### src/rtl/wdt2_pkg.sv
package wdt2_pkg;
    localparam int ADDR_W = 5;

    typedef enum logic [1:0] {UL_IDLE, UL_ARMED, UL_OPEN} unlock_e;
    typedef enum logic [1:0] {CS_OFF, CS_STAGE1, CS_STAGE2, CS_FIRED} cstate_e;

    localparam logic [ADDR_W-1:0] OFS_PRE1   = 5'h00;
    localparam logic [ADDR_W-1:0] OFS_PRE2   = 5'h04;
    localparam logic [ADDR_W-1:0] OFS_STAT   = 5'h08;
    localparam logic [ADDR_W-1:0] OFS_RELOAD = 5'h0C;
    localparam logic [ADDR_W-1:0] OFS_CTRL   = 5'h10;
    localparam logic [ADDR_W-1:0] OFS_CFG    = 5'h14;
    localparam logic [ADDR_W-1:0] OFS_COUNT  = 5'h18;

    localparam logic [7:0] KEY_FIRST  = 8'h80;
    localparam logic [7:0] KEY_SECOND = 8'h86;

    localparam logic [1:0] IRQ_LEVEL = 2'b01;
    localparam logic [1:0] IRQ_PULSE = 2'b10;
endpackage

### src/rtl/wdt2_unlock.sv
module wdt2_unlock
    import wdt2_pkg::*;
(
    input  logic       clk_i,
    input  logic       rst_ni,
    input  logic       key_wr_i,
    input  logic       key_valid_i,
    input  logic [7:0] key_i,
    input  logic       prot_wr_i,
    output logic       open_o
);
    unlock_e st_q, st_d;

    always_comb begin
        st_d = st_q;
        unique case (st_q)
            UL_IDLE:
                if (key_wr_i && key_valid_i && key_i == KEY_FIRST) st_d = UL_ARMED;
            UL_ARMED:
                if (key_wr_i) begin
                    if (key_valid_i && key_i == KEY_SECOND)     st_d = UL_OPEN;
                    else if (key_valid_i && key_i == KEY_FIRST) st_d = UL_ARMED;
                    else                                        st_d = UL_IDLE;
                end
            UL_OPEN:
                if (prot_wr_i) st_d = UL_IDLE;
            default: st_d = UL_IDLE;
        endcase
    end

    always_ff @(posedge clk_i or negedge rst_ni) begin
        if (!rst_ni) st_q <= UL_IDLE;
        else         st_q <= st_d;
    end

    always_comb open_o = (st_q == UL_OPEN);


    unlock_single_use_chk: assert property (@(posedge clk_i) disable iff (!rst_ni)
        (open_o && prot_wr_i) |=> !open_o);

    unlock_needs_key_chk: assert property (@(posedge clk_i) disable iff (!rst_ni)
        $rose(open_o) |-> $past(key_wr_i && key_valid_i && key_i == KEY_SECOND));

    unlock_bad_key_chk: assert property (@(posedge clk_i) disable iff (!rst_ni)
        (!open_o && key_wr_i && !(key_valid_i && key_i == KEY_SECOND)) |=> !open_o);
endmodule

### src/rtl/wdt2_prescaler.sv
module wdt2_prescaler #(
    parameter int SLOW_LOG2 = 15,
    parameter int FAST_LOG2 = 5
) (
    input  logic clk_i,
    input  logic rst_ni,
    input  logic run_i,
    input  logic clear_i,
    input  logic fast_i,
    output logic tick_o
);
    logic [SLOW_LOG2-1:0] pre_q;

    always_ff @(posedge clk_i or negedge rst_ni) begin
        if (!rst_ni)                pre_q <= '0;
        else if (!run_i || clear_i) pre_q <= '0;
        else                        pre_q <= pre_q + 1'b1;
    end

    always_comb tick_o = run_i && (fast_i ? (&pre_q[FAST_LOG2-1:0]) : (&pre_q));


    tick_spacing_chk: assert property (@(posedge clk_i) disable iff (!rst_ni)
        tick_o |=> !tick_o);
endmodule

### src/rtl/wdt2_counter.sv
module wdt2_counter
    import wdt2_pkg::*;
#(
    parameter int CNT_W = 20
) (
    input  logic             clk_i,
    input  logic             rst_ni,
    input  logic             en_i,
    input  logic             wd_mode_i,
    input  logic             tick_i,
    input  logic             reload_i,
    input  logic [CNT_W-1:0] pre1_i,
    input  logic [CNT_W-1:0] pre2_i,
    output logic [CNT_W-1:0] cnt_o,
    output logic             in_stage2_o,
    output logic             fired_o,
    output logic             running_o,
    output logic             s1_exp_o,
    output logic             s2_exp_o
);
    cstate_e          st_q, st_d;
    logic [CNT_W-1:0] cnt_q, cnt_d;
    logic             at_zero;

    always_comb begin
        st_d     = st_q;
        cnt_d    = cnt_q;
        s1_exp_o = 1'b0;
        s2_exp_o = 1'b0;
        at_zero  = (cnt_q == '0);
        if (!en_i) begin
            st_d = CS_OFF;
        end else begin
            unique case (st_q)
                CS_OFF: begin
                    st_d  = CS_STAGE1;
                    cnt_d = pre1_i;
                end
                CS_STAGE1:
                    if (reload_i) cnt_d = pre1_i;
                    else if (tick_i) begin
                        if (at_zero) begin
                            s1_exp_o = 1'b1;
                            if (wd_mode_i) begin
                                st_d  = CS_STAGE2;
                                cnt_d = pre2_i;
                            end else begin
                                cnt_d = pre1_i;
                            end
                        end else begin
                            cnt_d = cnt_q - 1'b1;
                        end
                    end
                CS_STAGE2:
                    if (reload_i) begin
                        st_d  = CS_STAGE1;
                        cnt_d = pre1_i;
                    end else if (tick_i) begin
                        if (at_zero) begin
                            s2_exp_o = 1'b1;
                            st_d     = CS_FIRED;
                        end else begin
                            cnt_d = cnt_q - 1'b1;
                        end
                    end
                CS_FIRED:
                    if (reload_i) begin
                        st_d  = CS_STAGE1;
                        cnt_d = pre1_i;
                    end
            endcase
        end
    end

    always_ff @(posedge clk_i or negedge rst_ni) begin
        if (!rst_ni) begin
            st_q  <= CS_OFF;
            cnt_q <= '0;
        end else begin
            st_q  <= st_d;
            cnt_q <= cnt_d;
        end
    end

    always_comb begin
        cnt_o       = cnt_q;
        in_stage2_o = (st_q == CS_STAGE2) || (st_q == CS_FIRED);
        fired_o     = (st_q == CS_FIRED);
        running_o   = (st_q == CS_STAGE1) || (st_q == CS_STAGE2);
    end


    stage2_after_stage1_chk: assert property (@(posedge clk_i) disable iff (!rst_ni)
        $rose(st_q == CS_STAGE2) |-> $past(s1_exp_o));

    fire_after_expiry_chk: assert property (@(posedge clk_i) disable iff (!rst_ni)
        s2_exp_o |=> (fired_o || !en_i));

    timer_mode_no_stage2_chk: assert property (@(posedge clk_i) disable iff (!rst_ni)
        (st_q == CS_STAGE1 && !wd_mode_i) |=> (st_q != CS_STAGE2));
endmodule

### src/rtl/dual_stage_wdt.sv
module dual_stage_wdt
    import wdt2_pkg::*;
#(
    parameter int CNT_W     = 20,
    parameter int DATA_W    = 32,
    parameter int SLOW_LOG2 = 15,
    parameter int FAST_LOG2 = 5
) (
    input  logic                  clk_i,
    input  logic                  rst_ni,
    input  logic                  por_ni,
    input  logic [ADDR_W-1:0]     addr_i,
    input  logic [DATA_W-1:0]     wdata_i,
    input  logic                  we_i,
    input  logic [DATA_W/8-1:0]   be_i,
    output logic [DATA_W-1:0]     rdata_o,
    output logic                  irq_o,
    output logic                  rst_req_o
);
    localparam int NBE     = DATA_W / 8;
    localparam int BE_USED = (CNT_W + 7) / 8;

    logic [CNT_W-1:0] pre1_q, pre2_q, wmask, cnt;
    logic lock_q, en_q, mode_q, rst_en_q, fast_q;
    logic [1:0] irqk_q;
    logic irq_pend_q, pulse_q, tout_q;
    logic hit_pre1, hit_pre2, hit_reload, hit_ctrl, hit_cfg;
    logic prot_wr, key_open, accept, reload_req, clr_flag;
    logic tick, running, stage2, fired, s1_exp, s2_exp;
    logic unused_bits;

    assign unused_bits = ^{wdata_i[DATA_W-1:CNT_W], be_i[NBE-1:BE_USED]};

    always_comb begin
        hit_pre1   = (addr_i == OFS_PRE1);
        hit_pre2   = (addr_i == OFS_PRE2);
        hit_reload = (addr_i == OFS_RELOAD);
        hit_ctrl   = (addr_i == OFS_CTRL);
        hit_cfg    = (addr_i == OFS_CFG);
        prot_wr    = we_i && (hit_pre1 || hit_pre2 || hit_reload);
        accept     = prot_wr && key_open;
        reload_req = accept && hit_reload && be_i[1] && wdata_i[8];
        clr_flag   = accept && hit_reload && be_i[1] && wdata_i[9];
        for (int i = 0; i < CNT_W; i++) wmask[i] = be_i[i/8];
    end

    wdt2_unlock i_unlock (
        .clk_i      (clk_i),
        .rst_ni     (rst_ni),
        .key_wr_i   (we_i && hit_reload),
        .key_valid_i(be_i[0]),
        .key_i      (wdata_i[7:0]),
        .prot_wr_i  (prot_wr),
        .open_o     (key_open)
    );

    wdt2_prescaler #(.SLOW_LOG2(SLOW_LOG2), .FAST_LOG2(FAST_LOG2)) i_presc (
        .clk_i  (clk_i),
        .rst_ni (rst_ni),
        .run_i  (running),
        .clear_i(reload_req),
        .fast_i (fast_q),
        .tick_o (tick)
    );

    wdt2_counter #(.CNT_W(CNT_W)) i_counter (
        .clk_i      (clk_i),
        .rst_ni     (rst_ni),
        .en_i       (en_q),
        .wd_mode_i  (mode_q),
        .tick_i     (tick),
        .reload_i   (reload_req),
        .pre1_i     (pre1_q),
        .pre2_i     (pre2_q),
        .cnt_o      (cnt),
        .in_stage2_o(stage2),
        .fired_o    (fired),
        .running_o  (running),
        .s1_exp_o   (s1_exp),
        .s2_exp_o   (s2_exp)
    );

    always_ff @(posedge clk_i or negedge rst_ni) begin
        if (!rst_ni) begin
            pre1_q <= '0;  pre2_q <= '0;
            lock_q <= 1'b0; en_q <= 1'b0; mode_q <= 1'b0;
            rst_en_q <= 1'b0; fast_q <= 1'b0; irqk_q <= 2'b00;
            irq_pend_q <= 1'b0; pulse_q <= 1'b0;
        end else begin
            if (accept && hit_pre1) pre1_q <= (pre1_q & ~wmask) | (wdata_i[CNT_W-1:0] & wmask);
            if (accept && hit_pre2) pre2_q <= (pre2_q & ~wmask) | (wdata_i[CNT_W-1:0] & wmask);
            if (we_i && hit_ctrl && be_i[0]) begin
                lock_q <= lock_q | wdata_i[0];
                en_q   <= lock_q ? (en_q | wdata_i[1]) : wdata_i[1];
                mode_q <= lock_q ? (mode_q | wdata_i[2]) : wdata_i[2];
            end
            if (we_i && hit_cfg && be_i[0]) begin
                rst_en_q <= wdata_i[5];
                fast_q   <= wdata_i[2];
                irqk_q   <= wdata_i[1:0];
            end
            if (!en_q || reload_req) irq_pend_q <= 1'b0;
            else if (s1_exp)         irq_pend_q <= 1'b1;
            pulse_q <= s1_exp && (irqk_q == IRQ_PULSE);
        end
    end

    always_ff @(posedge clk_i or negedge por_ni) begin
        if (!por_ni)       tout_q <= 1'b0;
        else if (s2_exp)   tout_q <= 1'b1;
        else if (clr_flag) tout_q <= 1'b0;
    end

    always_comb begin
        rdata_o = '0;
        case (addr_i)
            OFS_PRE1:   rdata_o[CNT_W-1:0] = pre1_q;
            OFS_PRE2:   rdata_o[CNT_W-1:0] = pre2_q;
            OFS_STAT:   rdata_o[0] = irq_pend_q;
            OFS_RELOAD: rdata_o[9] = tout_q;
            OFS_CTRL:   rdata_o[2:0] = {mode_q, en_q, lock_q};
            OFS_CFG:    rdata_o[5:0] = {rst_en_q, 2'b00, fast_q, irqk_q};
            OFS_COUNT:  rdata_o[CNT_W:0] = {stage2, cnt};
            default:    rdata_o = '0;
        endcase
        irq_o     = ((irqk_q == IRQ_LEVEL) && irq_pend_q) || pulse_q;
        rst_req_o = fired && rst_en_q;
    end


    lock_sticky_chk: assert property (@(posedge clk_i) disable iff (!rst_ni)
        lock_q |=> lock_q);

    locked_enable_chk: assert property (@(posedge clk_i) disable iff (!rst_ni)
        (lock_q && en_q) |=> en_q);

    flag_on_expiry_chk: assert property (@(posedge clk_i) disable iff (!rst_ni || !por_ni)
        s2_exp |=> tout_q);

    reset_needs_flag_chk: assert property (@(posedge clk_i) disable iff (!rst_ni || !por_ni)
        rst_req_o |-> tout_q);

    reload_quiets_chk: assert property (@(posedge clk_i) disable iff (!rst_ni)
        reload_req |=> (!irq_o && !rst_req_o));
endmodule

### config.mk
export PLATFORM = sky130hd
export DESIGN_NAME = dual_stage_wdt
export DESIGN_NICKNAME = d
export VERILOG_FILES = /design/src/rtl/wdt2_pkg.sv /design/src/rtl/wdt2_unlock.sv /design/src/rtl/wdt2_prescaler.sv /design/src/rtl/wdt2_counter.sv /design/src/rtl/dual_stage_wdt.sv
export SDC_FILE = /design/constraint.sdc
export NUM_CORES = 1
export LEC_CHECK = 0
export BUFFER_PORTS_ARGS = -buffer_cell sky130_fd_sc_hd__buf_2
export CORE_MARGIN = 4
export CORE_UTILIZATION = 63
export CTS_CLUSTER_DIAMETER = 50
export DETAILED_ROUTE_END_ITERATION = 7
export GPL_TIMING_DRIVEN = 0
export MAX_ROUTING_LAYER = met4
export PLACE_DENSITY = 0.9
export REMOVE_ABC_BUFFERS = 1
export SETUP_SLACK_MARGIN = 0.3
export SKIP_CTS_REPAIR_TIMING = 1
export SYNTH_ARGS = -nofsm -noshare
export SYNTH_HDL_FRONTEND = slang
export SYNTH_HIERARCHICAL = 1
export SYNTH_SLANG_ARGS = --single-unit
### constraint.sdc
create_clock -name clk_i -period 5.3 [get_ports clk_i]
set_input_delay 0.53 -clock clk_i [delete_from_list [all_inputs] [get_ports clk_i]]
set_output_delay 0.53 -clock clk_i [all_outputs]
set_load 0.005 [all_outputs]
==> results.toml, run 1 <==
[place]
place_congestion = 1.014
place_area_mm2 = 0.006203
port_buffers = 54
place_hpwl_um = 11150
placedCellCount = 740

[detailed_routing]
routed_wl_um = 15840
ant_nets = 0
routed_via_density = 6.864
drt_first_pass_iters = 5
drc = 0
drt_iter0_drc = 502
via_count = 5196
route.detailed.wl_per_inst_um = 20.92

[timing]
worst_slew_pin_slew_ns = 1.326
finalClockSkew_ns = 0.01441
drv_slew = 0
setup_violations = 0
fin_crit_sh = 0.7322
timing.fmax_ghz = 0.2577
relSlewSlack = 0.1161
rsz0062_at_grt = "no"
hold_violations = 0
min_period_ns = 3.881
tns_ns = 0

[global_route]
grt_pass1_vias = 5227
grt_usage = 0.3036
grt_pass1_wl_um = 26210
antenna_found_initial = 0
grt.overflow.total = 0
grt_max_degree = 56

[worst_setup_path]
worst-path-buf-inv = 1
critPathTopFamily = "simple AND/OR/NAND/NOR gates"
critical-path-max-stage-delay_ns = 0.79
cp_common_cell = "and3_1"
criticalPathCategory = "input pin to flip-flop"
required_ns = 5.58
crit_arrival_ns = 4.16
end_kind = "flip-flop"
cp_cell_sequence = "buf_2 -> and3_1 -> and3_1 -> o21ai_0 -> a21o_1 -> or4_1 -> o211ai_1"
crit_fanout = 35
slowest_stage = "and3_1"
cp-start-kind = "input pin"

[synth]
synth_edf_count = 0
ys_warn_count = 6
synth.avg_cell_area_um2 = 9.835
ys.flop_type = "dfrtp_1"
seq_area_frac_synth = 0.3755
syn_inst = 603
synth_cell_types = 79
synthArstFlopShare = 1.000
netlist_area_mm2 = 0.005931
synth_seq_cells = 89

[finish]
drive_gt1_frac = 0.2384
fill_cells = 696
insertedDiodeCount = 0
layout.nets = 693
syn2layout_area_growth_pct = 8.122
final_area_mm2 = 0.006412
final_cells = 757

[cts]
cts_tree = "yes"
clk_path_buf_depth = 2
cts.sinks = 89
numCtsBuffers = 9
htreeDepth = 3
root_buffer = "clkbuf_8"
clk_latency_ns = 0.37
clk_pin_slew_ns = 0.10

[pwr]
power.density_mw_per_mm2 = 300.7
clkPwrFrac = 0.252
ir_worst_vdd_uv = 194.8
switchingPower_uw = 733.6
pwr-share-comb = 0.299
p_seq_frac = 0.449
leakage_nw = 2.920
p_int_mw = 1.194
p_sw_frac = 0.3805

[die]
die_area_mm2 = 0.01103
core.rowCount = 35
die_h_um = 105.0
fp.coreArea_mm2 = 0.009196
fp.dieW_um = 105.0
start_util = 0.6449
ios = 79

[worst_hold_path]
hold_path.class = "input pin to async pin"

[flow_run]
drv_cap = 0

[run_status]
status = "finished clean"
## cell type report
class / count / area, µm² / share of cell area
clock inverter: 7 / 75.07 / 0.01171
inverter: 13 / 48.80 / 0.007610
timing repair buffer: 60 / 351.6 / 0.05483
tap: 111 / 138.9 / 0.02166
sequential: 89 / 2227 / 0.3473
multi-input combinational: 468 / 3447 / 0.5376
clock buffer: 9 / 123.9 / 0.01932
## power groups by stage
stage               Combinational, mW  Sequential (mW)  Clock, mW
global route                    0.632            0.876      0.527
finish                          0.576            0.866      0.486
detailed placement              0.556            0.874          0
global placement                0.532            0.871          0
CTS                             0.561            0.862      0.492
floorplan                       0.415            0.838          0
## cells by family after synthesis
family	after synthesis	synth area share
other cells	1	0.0006323
simple gates	217	0.2186
fa+ha+maj	7	0.01477
compound gates	140	0.1719
buf+inv	56	0.05211
mux	74	0.1384
flops	89	0.3755
xor+xnor	19	0.02806
## through the flow
stage | worst slack, ns | hold slack [ns] | power, mW | utilization
floorplan | 2.113 | 0.2344 | 1.253 | -
global placement | 0.09913 | 0.3055 | 1.403 | 0.6652
detailed placement | 1.132 | 0.3062 | 1.429 | 0.6746
CTS | 1.572 | -0.08034 | 1.915 | 0.6962
global route | 1.310 | 0.1292 | 2.036 | 0.6973
finish | 1.419 | 0.09779 | 1.928 | 0.6973
## layer usage
layer  part of all wire  global-route usage
met2               0.49              0.4908
met1               0.39              0.3770
met5                  0                   -
met3              0.086             0.05188
met4              0.033              0.1303
## cell usage in the layout, fill, tap and decap left out, types with 4 or more instances in the layout
cell	n
nand2_1	46
o21ai_0	23
nand4_1	9
o31ai_1	13
xor2_1	9
inv_1	13
mux2_2	47
a31oi_1	10
or4_1	7
a221o_1	18
conb_1	11
nor3_4	4
o22ai_1	6
xnor2_1	10
a211o_1	4
mux2i_1	25
nand3_1	12
nand2b_1	7
and3_1	20
nor4_1	8
buf_2	53
a21oi_1	26
a21o_1	4
or3_1	6
dfrtp_1	89
and2_1	5
nor2_1	40
nor2b_1	6
a211oi_1	5
clkbuf_8	9
ha_1	7
nor3_1	14
## cells in the mapped netlist, drive strengths merged (7+ instances only)
cell type | instances | area, µm²
dfrtp | 89 | 2227
mux2 | 48 | 544.3
nand2 | 46 | 172.7
nor2 | 42 | 160.2
a21oi | 26 | 130.1
mux2i | 25 | 250.2
buf | 24 | 168.9
o21ai | 24 | 120.1
and3 | 21 | 132.6
clkbuf | 19 | 91.34
a221o | 18 | 180.2
nor3 | 18 | 135.1
o31ai | 14 | 110.1
inv | 13 | 48.80
nand3 | 13 | 70.07
nor4 | 12 | 102.6
a31oi | 10 | 62.56
nand4 | 10 | 77.57
or4 | 10 | 86.33
xnor2 | 10 | 87.58
xor2 | 9 | 78.83
ha | 7 | 87.58
nand2b | 7 | 43.79
## worst paths after layout
check	startpoint	to	slack (ns)	depth (start not counted)
hold reg to reg	lock_q	lock_q	0.51	1
min in group clk_i	wdata_i[10]	flip-flop	0.40	2
max in group asynchronous	rst_ni	async pin	4.56	2
setup reg to reg	i_presc/pre_q[6]	i_counter/cnt_o[19]	1.44	8
hold / removal	rst_ni	i_presc/pre_q[4]	0.1	1
setup / recovery	addr_i[2]	i_counter/cnt_o[19]	1.42	7
(Power assumes the default switching activity.)
==> run 2, diff against run 1 <==
- CORE_UTILIZATION: 63 -> 59
- PLACE_DENSITY: 0.9 -> 0.85
- clock period: 5.3 -> 3.83 ns (I/O delays scaled with it)
==> results.toml, run 2 (synthesis gave the netlist of run 1 again) <==
[pwr]
ir_worst_vdd_uv = 245.2
power.density_mw_per_mm2 = 398.1
leakage_nw = 2.902

[finish]
fill_cells = 795
insertedDiodeCount = 0
final_cell_mix = "dfrtp_1 (89), buf_2 (53), mux2_2 (47)"
layout.nets = 694
multi_input_area_mm2 = 0.003462
final_cells = 778
ff_latch_area_mm2 = 0.002227
final_common_cell = "dfrtp_1"
syn2layout_area_growth_pct = 8.101
drive_gt1_frac = 0.2450

[die]
start_util = 0.6068
ios = 79
core.rowCount = 36
fp.coreArea_mm2 = 0.009774
die_area_mm2 = 0.01172
fp.dieW_um = 108.3
die_h_um = 108.3

[timing]
setup_violations = 0
min_period_ns = 3.334
hold_violations = 0
rsz0062_at_grt = "no"
timing.fmax_ghz = 0.2999
fin_crit_sh = 0.8706
worst_slew_pin_slew_ns = 1.345
finalClockSkew_ns = 0.01011
relSlewSlack = 0.1031
final.setup.worst_slack_ns = 0.4958
drv_slew = 0

[detailed_routing]
routed_wl_um = 15720
route.detailed.wl_per_inst_um = 20.21
drt_iter0_drc = 420
drt_first_pass_iters = 6
via_count = 5177
ant_nets = 0
drc = 0
routed_via_density = 6.654

[cts]
cts_tree = "yes"
htreeDepth = 3
clk_pin_slew_ns = 0.08
cts.sinks = 89
clk_path_buf_depth = 2
root_buffer = "clkbuf_8"
numCtsBuffers = 9
clk_latency_ns = 0.37

[worst_hold_path]
worst_hold_startpoint = "wdata_i[13]"
hold_path.class = "input pin to flip-flop"

[global_route]
grt_pass1_vias = 5146
antenna_found_initial = 0
grt_usage = 0.2878
grt.overflow.total = 0
grt_pass1_wl_um = 25680
grt_max_degree = 57

[place]
placedCellCount = 762
place_congestion = 0.9591
preCtsSetupSlack_ns = -0.1195
port_buffers = 54
place_hpwl_um = 11120

[run_status]
status = "finished clean"

[worst_setup_path]
crit_arrival_ns = 3.61
end_kind = "flip-flop"
crit_fanout = 31
r2r-start = "i_presc/pre_q[7]"
cp-start-kind = "flip-flop"
criticalPathCategory = "flip-flop to flip-flop"
worstSetupStartpoint = "i_presc/pre_q[7]"
required_ns = 4.11

[flow_run]
drv_cap = 0
## run 2: power breakdown
part / leakage [nW] / switching [mW] / total (mW) / internal, mW
Combinational: 1.60 / 0.476 / 0.805 / 0.329
Sequential: 1.22 / 0.177 / 1.20 / 1.02
Clock: 0.0843 / 0.328 / 0.551 / 0.223
Total: 2.90 / 0.982 / 2.55 / 1.57
## run 2: path summary, 6_finish.rpt
path	to	slack (ns)	cells past startpoint
max reg2reg	i_counter/cnt_o[19]	0.50	8
max in group asynchronous	async pin	2.69	3
min	flip-flop	0.26	2
min reg2reg	lock_q	0.50	1
max	i_counter/cnt_o[19]	0.50	8
min in group asynchronous	tout_q	0.32	2
## run 2: critical path: stages (launching register included)
cell,delay (ns)
dfrtp_1,0.44
nand4_1,0.27
or3_1,0.47
a211oi_2,0.43
o21ba_2,0.24
o21ai_0,0.22
a21o_2,0.51
or4_1,0.59
o211ai_1,0.09
## run 2: area by class of cell
class,instances,area share
multi-input cells,468,0.5400
flip-flops and latches,89,0.3474
repair buffers,61,0.05582
well taps,133,0.02596
clock buffers,9,0.01932
inverters,13,0.007611
clock inverters,5,0.003903
## run 2: per-stage QoR
step / hold slack (ns) / setup TNS [ns] / utilization / cell area [µm²] / power, mW
after floorplan: 0.08741 / 0 / - / 5708 / 1.733
after global placement: 0.1576 / -23.48 / 0.6286 / 6145 / 1.944
after detailed placement: 0.1585 / -0.1821 / 0.6371 / 6227 / 1.985
after CTS: -0.2389 / 0 / 0.6523 / 6376 / 2.534
after global routing: 0.2446 / 0 / 0.6559 / 6411 / 2.696
final: 0.2577 / 0 / 0.6559 / 6411 / 2.552
## run 2: per-layer routing
| layer | vias up | routed length (µm) | global-route usage | share of wire |
|---|---|---|---|---|
| li1 | 2332 | - | - | - |
| met1 | 2545 | 6486 | 0.3574 | 0.41 |
| met2 | 257 | 7750 | 0.4516 | 0.49 |
| met3 | 43 | 1097 | 0.06149 | 0.070 |
| met4 | 0 | 388 | 0.1344 | 0.025 |
| met5 | - | 0 | - | 0 |
==> run 3, diff against run 2 <==
- CORE_ASPECT_RATIO: unset -> 0.75
==> results.toml, run 3 (synthesis gave the netlist of run 1 again) <==
[run_status]
status = "finished clean"

[die]
fp.coreArea_mm2 = 0.009736
die_h_um = 94.83
fp.dieW_um = 123.8
ios = 79
core.rowCount = 31
start_util = 0.6092
die_area_mm2 = 0.01174

[detailed_routing]
routed_via_density = 6.793
drc = 0
drt_iter0_drc = 602
routed_wl_um = 16520
route.detailed.wl_per_inst_um = 21.24
ant_nets = 0
drt_first_pass_iters = 5
via_count = 5285

[timing]
worst_slew_pin_slew_ns = 1.320
finalClockSkew_ns = 0.005285
timing.fmax_ghz = 0.3016
fin_crit_sh = 0.8656
tns_ns = 0
hold_violations = 0
rsz0062_at_grt = "no"
relSlewSlack = 0.1199
drv_slew = 0
min_period_ns = 3.315
setup_violations = 0

[pwr]
p_sw_frac = 0.3615
leakage_nw = 2.953
power.total_mw = 2.852
p_int_mw = 1.821
pwr-share-comb = 0.287
switchingPower_mw = 1.031
power.density_mw_per_mm2 = 437.0
clkPwrFrac = 0.291
ir_worst_vdd_uv = 257.6
p_seq_frac = 0.422

[worst_setup_path]
cp_common_cell = "inv_1"
cp_cell_sequence = "inv_1 -> ha_1 -> inv_1 -> inv_1 -> a211oi_2 -> o21ba_2 -> o21ai_0 -> a21o_2 -> or4_1 -> o211ai_1"
crit_fanout = 31
critical-path-max-stage-delay_ns = 0.58
required_ns = 4.09
crit_arrival_ns = 3.57
cp-start-kind = "flip-flop"
end_kind = "flip-flop"
slowest_stage = "or4_1"
criticalPathCategory = "flip-flop to flip-flop"

[finish]
layout.nets = 693
final_area_mm2 = 0.006526
final_common_cell = "dfrtp_1"
final_cell_mix = "dfrtp_1 (89), buf_2 (53), mux2_2 (47)"
insertedDiodeCount = 0
syn2layout_area_growth_pct = 10.04
drive_gt1_frac = 0.2446
final_cells = 778
multi_input_area_mm2 = 0.003462
ff_latch_area_mm2 = 0.002227
fill_cells = 774

[global_route]
grt_usage = 0.3028
grt.overflow.total = 0
grt_max_degree = 56
antenna_found_initial = 0
grt_pass1_wl_um = 26840
grt_pass1_vias = 5219

[cts]
clk_pin_slew_ns = 0.06
numCtsBuffers = 9
htreeDepth = 3
root_buffer = "clkbuf_16"
clk_path_buf_depth = 2
clk_latency_ns = 0.34
cts_tree = "yes"
cts.sinks = 89

[place]
port_buffers = 54
placedCellCount = 761
place_congestion = 0.9831
place_area_mm2 = 0.006226
place_hpwl_um = 11730

[worst_hold_path]
hold_path.class = "input pin to async pin"

[flow_run]
drv_cap = 0
## run 3: worst paths after layout
path,cells after the start,slack [ns],end,startpoint
worst max-delay path,10,0.51,i_counter/cnt_o[19],i_counter/st_q[0]
worst min-delay path,1,0.003,i_presc/pre_q[12],rst_ni
worst max register to register,10,0.51,i_counter/cnt_o[19],i_counter/st_q[0]
worst min register to register,1,0.52,lock_q,lock_q
max in group asynchronous,2,3.19,i_counter/cnt_o[13],rst_ni
min in group clk_i,2,0.27,irq_pend_q,wdata_i[8]
## run 3: metrics by stage
stage / hold slack, ns / utilization / setup slack [ns]
final: 0.002532 / 0.6704 / 0.5147
after global routing: 0.03461 / 0.6704 / 0.3326
after CTS: -0.2043 / 0.6678 / 0.1580
after detailed placement: 0.1601 / 0.6395 / -0.1731
after global placement: 0.1589 / 0.6310 / -1.069
after floorplan: 0.08741 / - / 0.8840
## run 3: critical path: cells and delay by family (launching register included)
family,cells,cell delay (ns)
simple gates,1,0.58
fa+ha+maj,1,0.42
compound gates,5,1.41
buf+inv,3,0.40
flops,1,0.42
## run 3: layer usage
metal,up-vias,GRT usage,share of wire
li1,2332,-,-
met1,2594,0.3989,0.42
met2,331,0.4651,0.47
met3,28,0.07006,0.098
met4,0,0.09585,0.016
met5,-,-,0
## run 3: area by class of cell
type | count | area share
multi-input cells | 468 | 0.5305
flip-flops and latches | 89 | 0.3413
repair buffers | 60 | 0.05330
clock buffers | 13 | 0.03988
well taps | 132 | 0.02531
inverters | 13 | 0.007477
clock inverters | 3 | 0.002301
## run 3: power by group through the flow
stage	clock network (mW)	registers [mW]	logic (mW)
after detailed placement	0	1.21	0.786
after global routing	0.883	1.22	0.882
after CTS	0.841	1.20	0.793
final	0.830	1.20	0.819
after global placement	0	1.20	0.743
after floorplan	0	1.16	0.574
